==> config.mk <==
export PLATFORM = sky130hd
export DESIGN_NAME = serial_cfg_port
export DESIGN_NICKNAME = d
export VERILOG_FILES = /design/src/rtl/serial_cfg_pkg.sv /design/src/rtl/scp_sync.sv /design/src/rtl/scp_edge.sv /design/src/rtl/scp_shift.sv /design/src/rtl/scp_latch_bank.sv /design/src/rtl/serial_cfg_port.sv
export SDC_FILE = /design/constraint.sdc
export NUM_CORES = 1
export LEC_CHECK = 0
export BUFFER_PORTS_ARGS = -buffer_cell sky130_fd_sc_hd__buf_2
export CORE_MARGIN = 10
export CORE_UTILIZATION = 54
export DETAILED_ROUTE_END_ITERATION = 12
export PLACE_DENSITY_LB_ADDON = 0.1
export SLEW_MARGIN = 40
export SYNTH_ARGS = -nofsm -noshare
export SYNTH_HDL_FRONTEND = slang
export SYNTH_SLANG_ARGS = --single-unit
==> constraint.sdc <==
create_clock -name clk -period 1.6 [get_ports clk]
set_input_delay 0.08 -clock clk [delete_from_list [all_inputs] [get_ports clk]]
set_output_delay 0.08 -clock clk [all_outputs]
set_load 0.02 [all_outputs]
==> src/rtl/serial_cfg_pkg.sv <==
package serial_cfg_pkg;

    typedef enum logic {
        DEST_REF = 1'b0,
        DEST_FB  = 1'b1
    } dest_e;

endpackage

==> src/rtl/scp_sync.sv <==
module scp_sync #(
    parameter int STAGES = 2
) (
    input  logic clk,
    input  logic rst_n,
    input  logic async_in,
    output logic sync_out
);

    typedef struct packed {
        logic [STAGES-1:0] chain;
    } sync_st_t;

    sync_st_t st_d, st_q;

    always_comb begin
        st_d       = st_q;
        st_d.chain = {st_q.chain[STAGES-2:0], async_in};
    end

    always_ff @(posedge clk or negedge rst_n) begin
        if (!rst_n) st_q <= '0;
        else        st_q <= st_d;
    end

    assign sync_out = st_q.chain[STAGES-1];

endmodule

==> src/rtl/scp_edge.sv <==
module scp_edge #(
    parameter int STAGES = 2
) (
    input  logic clk,
    input  logic rst_n,
    input  logic async_in,
    output logic rise
);

    typedef struct packed {
        logic prev;
    } edge_st_t;

    edge_st_t st_d, st_q;
    logic     level;

    scp_sync #(.STAGES(STAGES)) u_sync (
        .clk      (clk),
        .rst_n    (rst_n),
        .async_in (async_in),
        .sync_out (level)
    );

    always_comb begin
        st_d      = st_q;
        st_d.prev = level;
    end

    always_ff @(posedge clk or negedge rst_n) begin
        if (!rst_n) st_q <= '0;
        else        st_q <= st_d;
    end

    assign rise = level & ~st_q.prev;

endmodule

==> src/rtl/scp_shift.sv <==
module scp_shift #(
    parameter int WORD_W = 18
) (
    input  logic              clk,
    input  logic              rst_n,
    input  logic              shift_en,
    input  logic              bit_in,
    output logic [WORD_W-1:0] word
);

    typedef struct packed {
        logic [WORD_W-1:0] sr;
    } shift_st_t;

    shift_st_t st_d, st_q;

    always_comb begin
        st_d = st_q;
        if (shift_en) begin
            st_d.sr = {st_q.sr[WORD_W-2:0], bit_in};
        end
    end

    always_ff @(posedge clk or negedge rst_n) begin
        if (!rst_n) st_q <= '0;
        else        st_q <= st_d;
    end

    assign word = st_q.sr;

endmodule

==> src/rtl/scp_latch_bank.sv <==
module scp_latch_bank
    import serial_cfg_pkg::*;
#(
    parameter int WORD_W = 18,
    parameter int A_W    = 5,
    parameter int B_W    = 10,
    parameter int R_W    = 10
) (
    input  logic              clk,
    input  logic              rst_n,
    input  logic              commit,
    input  logic [WORD_W-1:0] word,
    output logic [R_W-1:0]    ref_count,
    output logic              pol_invert,
    output logic [A_W-1:0]    a_count,
    output logic [B_W-1:0]    b_count,
    output logic              pd_bit
);

    localparam int A_LO   = 1;
    localparam int A_HI   = A_LO + A_W - 1;
    localparam int B_LO   = A_HI + 1;
    localparam int B_HI   = B_LO + B_W - 1;
    localparam int PD_POS = B_HI + 1;
    localparam int R_LO   = 1;
    localparam int R_HI   = R_LO + R_W - 1;
    localparam int POL_POS = WORD_W - 1;

    typedef struct packed {
        logic [R_W-1:0] r;
        logic           pol;
        logic [A_W-1:0] a;
        logic [B_W-1:0] b;
        logic           pd;
    } bank_st_t;

    bank_st_t st_d, st_q;
    dest_e    dest;

    assign dest = dest_e'(word[0]);

    always_comb begin
        st_d = st_q;
        if (commit) begin
            case (dest)
                DEST_REF: begin
                    st_d.r   = word[R_HI:R_LO];
                    st_d.pol = word[POL_POS];
                end
                DEST_FB: begin
                    st_d.a  = word[A_HI:A_LO];
                    st_d.b  = word[B_HI:B_LO];
                    st_d.pd = word[PD_POS];
                end
                default: st_d = st_q;
            endcase
        end
    end

    always_ff @(posedge clk or negedge rst_n) begin
        if (!rst_n) st_q <= '0;
        else        st_q <= st_d;
    end

    assign ref_count  = st_q.r;
    assign pol_invert = st_q.pol;
    assign a_count    = st_q.a;
    assign b_count    = st_q.b;
    assign pd_bit     = st_q.pd;

endmodule

==> src/rtl/serial_cfg_port.sv <==
module serial_cfg_port #(
    parameter int WORD_W = 18,
    parameter int A_W    = 5,
    parameter int B_W    = 10,
    parameter int R_W    = 10,
    parameter int STAGES = 2
) (
    input  logic           clk,
    input  logic           rst_n,
    input  logic           ser_clk,
    input  logic           ser_data,
    input  logic           ser_le,
    input  logic           chip_en,
    output logic [R_W-1:0] ref_count,
    output logic [A_W-1:0] a_count,
    output logic [B_W-1:0] b_count,
    output logic           pd_bit,
    output logic           pol_invert,
    output logic           powered_down
);

    logic              sclk_rise;
    logic              le_rise;
    logic              data_s;
    logic [WORD_W-1:0] word;

    scp_edge #(.STAGES(STAGES)) u_clk_edge (
        .clk      (clk),
        .rst_n    (rst_n),
        .async_in (ser_clk),
        .rise     (sclk_rise)
    );

    scp_edge #(.STAGES(STAGES)) u_le_edge (
        .clk      (clk),
        .rst_n    (rst_n),
        .async_in (ser_le),
        .rise     (le_rise)
    );

    scp_sync #(.STAGES(STAGES)) u_data_sync (
        .clk      (clk),
        .rst_n    (rst_n),
        .async_in (ser_data),
        .sync_out (data_s)
    );

    scp_shift #(.WORD_W(WORD_W)) u_shift (
        .clk      (clk),
        .rst_n    (rst_n),
        .shift_en (sclk_rise),
        .bit_in   (data_s),
        .word     (word)
    );

    scp_latch_bank #(
        .WORD_W (WORD_W),
        .A_W    (A_W),
        .B_W    (B_W),
        .R_W    (R_W)
    ) u_bank (
        .clk        (clk),
        .rst_n      (rst_n),
        .commit     (le_rise),
        .word       (word),
        .ref_count  (ref_count),
        .pol_invert (pol_invert),
        .a_count    (a_count),
        .b_count    (b_count),
        .pd_bit     (pd_bit)
    );

    assign powered_down = ~chip_en | pd_bit;

endmodule

==> results of run 1 <==
-- final timing paths --
check | start | to | slack [ps] | cells past startpoint
setup / recovery | u_shift.word[0]$_DFFE_PN0P_ | u_bank.ref_count[5]$_DFFE_PN0P_ | 260 | 3
hold / removal | rst_n | u_bank.b_count[5]$_DFFE_PN0P_ | 330 | 3
setup reg to reg | u_shift.word[0]$_DFFE_PN0P_ | u_bank.ref_count[5]$_DFFE_PN0P_ | 260 | 3
hold reg to reg | u_clk_edge.u_sync.st_q[0]$_DFF_PN0_ | u_clk_edge.u_sync.st_q[1]$_DFF_PN0_ | 370 | 0
max in group asynchronous | rst_n | u_bank.ref_count[5]$_DFFE_PN0P_ | 850 | 3
min in group clk | ser_data | u_data_sync.st_q[0]$_DFF_PN0_ | 350 | 2
-- repair_timing --
action                                  in CTS  in global routing
endpoints found under the setup margin       0                  0
endpoints found under the hold margin       56                  0
hold buffers                                 4                  0
-- cell type report --
| cell class | count | area [um^2] |
|---|---|---|
| clock buffer | 7 | 65.1 |
| multi-input combinational | 49 | 592 |
| fill | 267 | 1130 |
| sequential | 53 | 1330 |
| clock inverter | 1 | 5.00 |
| tap | 46 | 57.6 |
| timing repair buffer | 41 | 235 |
-- stage by stage --
stage	cells	hold WS [ps]
floorplan	106	-216
global placement	185	188
detailed placement	185	190
CTS	197	323
global route	197	326
finish	197	335
-- cells in the final DEF (no fill, tap or decap) --
cell and n:
mux2_2 35, mux2_4 10, nor2b_2 1, clkbuf_4 5, buf_2 33, dfrtp_1 53
clkbuf_8 2, nand2b_1 1, nand3b_4 1, buf_4 4, dlygate4sd3_1 4, clkinv_2 1
nor3b_2 1
-- cells by family (layout without fill, tap and decap cells) --
group | Yosys count | after routing | synth area share [%]
multiplexers | 45 | 45 | 27.8
buffers and inverters | 4 | 49 | 2.11
flip-flops | 53 | 53 | 67.8
AND/OR/NAND/NOR | 4 | 4 | 2.30
-- routing by layer --
metal / wire length (um) / share of wire (%) / global-route usage [%]
met1: 1330 / 42 / 12.1
met2: 1520 / 49 / 16.8
met3: 230 / 7.3 / 4.34
met4: 51 / 1.6 / 6.34
met5: 0 / 0 / 0
-- power by group through the flow --
stage | Sequential (mW) | Clock, mW | Combinational [mW]
6_report | 2.09 | 0.640 | 1.27
5_1_grt | 2.16 | 0.709 | 1.39
4_1_cts | 2.10 | 0.668 | 1.31
3_5_place_dp | 2.12 | 0 | 1.30
3_3_place_gp | 2.10 | 0 | 1.28
2_1_floorplan | 2.42 | 0 | 0.535
-- registers in the layout, summed over array words and instances, names as in the netlist --
name / flops
u_clk_edge.st_q: 1
u_bank.pd_bit: 1
u_shift.word: 18
u_bank.pol_invert: 1
u_le_edge.st_q: 1
u_le_edge.u_sync.st_q: 2
u_clk_edge.u_sync.st_q: 2
u_bank.a_count: 5
u_data_sync.st_q: 2
u_bank.b_count: 10
u_bank.ref_count: 10
-- critical path, stage by stage (launching register included) --
cell and delay, ps:
dfrtp_1 470, nor3b_2 200, buf_4 220, mux2_2 350
==> impl_results.md, run 1 <==
* Post-synth EDFFs at 0
* Flops & latches, synth at 53
* GR Overflow Total at 0
* Rows at 21
* Share of the synthesized area in the top cell type at 67.8%
* Leading area contributor after synthesis: dfrtp_1
* # Max-Cap Violations at 0
* Via density at 5.09
* Fin area at 2280 um^2
* # nets final at 156
* Setup bufs post-CTS at 0
* Worst slew pin tran at 631 ps
* N_diodes at 0
* Die width at 80.2 um
* Pwr Total at 4.01 mW
* Crit path time final at 1340 ps
* P_int at 2.69 mW
* Post-cts resize count at 0
* RSZ-0062 raised after global routing: no
* Htree depth at 2
* Post-Route Utilization at 66.8%
* DRT Pass-1 Iters at 2
* Worst hold path type: in -> async
* Top cells by area, synth: dfrtp_1, mux2_2, mux2_4
* Power Density at 1760 nW/um^2
* Share of cells above drive strength 1 at 61.6%
* Die Area at 6430 um^2
* Residual DRC at 0
* DR iter-0 viols at 63
* YS warnings at 0
* Total number of vias at 1,003
* Hold Fails Final Rpt at 0
* First-pass GRT wire length at 5340 um
* Syn Area/Cell at 18.5 um^2
* Post-Place Setup Slack at 268 ps
* Mapped Area at 1960 um^2
* Sequential share of the synthesized area at 67.8%
* Synth-to-Final Area Change at 16.6%
* DR WL/cell at 15.9 um
* RePlAce Congestion at 0.699
* Cells after Synth at 106
* Status: finished clean
* LEAKAGE at 1.16 nW
* Post-DRT Antenna Nets at 0
* Period utilization at 83.9%
* Area after DPL at 2170 um^2
* I/O pins at 34
* Clock power share at 16.0%
* Most instantiated cells after synthesis: dfrtp_1, mux2_2, mux2_4
* CTS tree: yes
* Distinct cell type count after synthesis at 9
* Pin count of the biggest net entering global routing at 54
* Combinational power share at 31.8%
* Die height at 80.2 um
* Ys async rst share at 100%
* Total CTS buffers at 5
* Initial core utilization at 57.3%
* Net Sw Frac at 32.8%
* Core area at 3420 um^2
* Startpoint types: flip-flop
* Worst Skew at 6.19 ps
* Peak VDD IR at 0.870 mV
* Critical path class: reg -> reg
* CTS Root Cell: clkbuf_4
* Port bufs at 33
* Clock network latency to the later pin of the worst-skew pair at 370 ps
* Final WS setup at 258 ps
* WL final at 3130 um
* Setup_tns at 0 ps
* Rel. slew slack at 58.0%
* Max Freq at 0.745 GHz
* Critical path required time at 1860 ps
* Final setup viols at 0
* Dpl hpwl at 2150 um
* Gr usage total at 10.7%
* Clock sink total at 53
* Crit. End Element: flip-flop
* Worst-path clk slew at 140 ps
* CP Data Arrival Time at 1610 ps
* Top FF cell, synth: dfrtp_1
* Worst-path maximum fanout at 11
* Max Slew Vio Count at 0
* Vias in the first global route at 1,139
* Clk buf depth at 2
* Part of the power in registers at 52.2%
* Sw Pwr at 1.31 mW
* Initial antenna violation count at 0
* Count leader, synth: dfrtp_1
* Syn_nets at 112
No activity file was read; power rests on OpenSTA's default activity.
==> run 2, diff against run 1 <==
Clock period 1.6 ns to 1.3 ns, I/O delays scaled along.
==> run 2 against run 1 <==
Against the previous run: sequential cell count unchanged; global-route usage increased by 0.35 points; clock-buffer cell count unchanged; hold slack got worse by 140 ps; design area increased by 5.1%; cell count increased by 2.0%; wire length increased by 7.7%; non-clock buffer count increased by 4; critical path depth unchanged; clock power increased by 25%; largest cell class unchanged.
==> impl_results.md, run 2 (synthesized netlist as in run 1, its figures left out) <==
* Status: finished clean
* LEAKAGE at 1.22 nW
* # Max-Cap Violations at 0
* Synth-to-Final Area Change at 22.5%
* Critical path class: reg -> reg
* Commonest non-fill, non-tap cells in the layout: dfrtp_1, mux2_2, buf_2
* Rel. slew slack at 82.0%
* Post-DRT Antenna Nets at 0
* Worst-path maximum fanout at 11
* Max Freq at 0.774 GHz
* First-pass GRT wire length at 5540 um
* Most common cell after layout, fill and taps aside: dfrtp_1
* Crit path time final at 1290 ps
* Sequential cell area at 1330 um^2
* CP max stage delay at 440 ps
* Htree depth at 2
* Clk buf depth at 2
* Pwr Total at 5.02 mW
* WHS at 192 ps
* Slowest cell on the critical path: dfrtp_1
* CTS Root Cell: clkbuf_4
* Worst Skew at 7.71 ps
* DR WL/cell at 16.8 um
* Via density at 5.08
* Initial core utilization at 57.3%
* Vias in the first global route at 1,144
* Power Density at 2090 nW/um^2
* CTS tree: yes
* Die Area at 6430 um^2
* Post-Route Utilization at 70.2%
* Clock sink total at 53
* I/O pins at 34
* GR Overflow Total at 0
* Setup_tns at 0 ps
* Peak VDD IR at 1.40 mV
* Startpoint types: flip-flop
* Crit-path cells: nor3b_4, buf_12, mux2_2
* Post-Place Setup Slack at -6.33 ps
* Worst-path clk slew at 140 ps
* Residual DRC at 0
* Gr usage total at 11.1%
* DRT Pass-1 Iters at 2
* # nets final at 160
* Max Slew Vio Count at 0
* Final setup viols at 0
* Crit. End Element: flip-flop
* Total number of vias at 1,021
* Die height at 80.2 um
* Core area at 3420 um^2
* FF-to-FF setup slack at 8 ps
* CP Data Arrival Time at 1560 ps
* Period utilization at 99.4%
* RePlAce Congestion at 0.674
* Fin area at 2400 um^2
* Worst hold path type: in -> async
* WL final at 3380 um
* Rows at 21
* Critical path required time at 1570 ps
* Hold Fails Final Rpt at 0
* Pin count of the biggest net entering global routing at 54
* Area after DPL at 2210 um^2
* Share of cells above drive strength 1 at 62.6%
* Final WS setup at 8.42 ps
* Clock network latency to the later pin of the worst-skew pair at 370 ps
* Worst slew pin tran at 271 ps
* Cell Count, Final, Fillers Out at 201
* RSZ-0062 raised after global routing: yes
* Max FFs per register at 18
* Port bufs at 33
* Dpl hpwl at 2140 um
* N_diodes at 0
* DR iter-0 viols at 60
* Die width at 80.2 um
* Initial antenna violation count at 0
* Placed insts at 185
* Total CTS buffers at 5
* Multi-input logic area at 598 um^2
* # fillers at 234
-- run 2: cell count changes in the layout (fill, tap and decap cells not counted), sizes merged --
cell,change
clkbuf,+1
buf,+3
-- run 2: path summary, 6_finish.rpt --
path                       depth (start not counted)                                   to                               start
max                                                3      u_bank.ref_count[2]$_DFFE_PN0P_         u_shift.word[0]$_DFFE_PN0P_
min                                                3        u_bank.b_count[5]$_DFFE_PN0P_                               rst_n
max reg2reg                                        3      u_bank.ref_count[2]$_DFFE_PN0P_         u_shift.word[0]$_DFFE_PN0P_
min reg2reg                                        0   u_le_edge.u_sync.st_q[1]$_DFF_PN0_  u_le_edge.u_sync.st_q[0]$_DFF_PN0_
max in group asynchronous                          3      u_bank.ref_count[2]$_DFFE_PN0P_                               rst_n
min in group clk                                   2  u_clk_edge.u_sync.st_q[0]$_DFF_PN0_                             ser_clk
-- run 2: power breakdown --
| part | switching, mW | internal (mW) |
|---|---|---|
| logic | 0.815 | 0.826 |
| registers | 0.361 | 2.22 |
| clock network | 0.485 | 0.314 |
| total | 1.66 | 3.36 |
-- run 2: timing repair --
action                                 CTS  global route
gates resized for setup                  1             0
buffers inserted                         2             1
endpoints found under the hold margin   56             0
hold buffers                             4             0
setup endpoints to repair               20            14
cloned                                   0             1
-- run 2: cell type report --
class,count,share of cell area (%)
Clock inverter,1,0.209
Sequential cell,53,55.3
Tap cell,46,2.40
Clock buffer,7,2.71
Timing Repair Buffer,45,14.4
Multi-Input combinational cell,49,24.9
-- run 2: metal layers --
layer	part of all wire [%]	vias to the layer above	wire length (um)	global-route usage (%)
met3	7.7	7	259	5.01
met2	48	26	1620	17.0
met4	2.0	0	68	6.34
met1	42	518	1430	12.5
met5	0	-	0	0
li1	-	470	-	-
-- run 2: critical path: cells and delay by family (launching register included) --
kind,cells,cell delay (ps)
simple gates,1,250
mux,1,330
flops,1,440
buf+inv,1,170
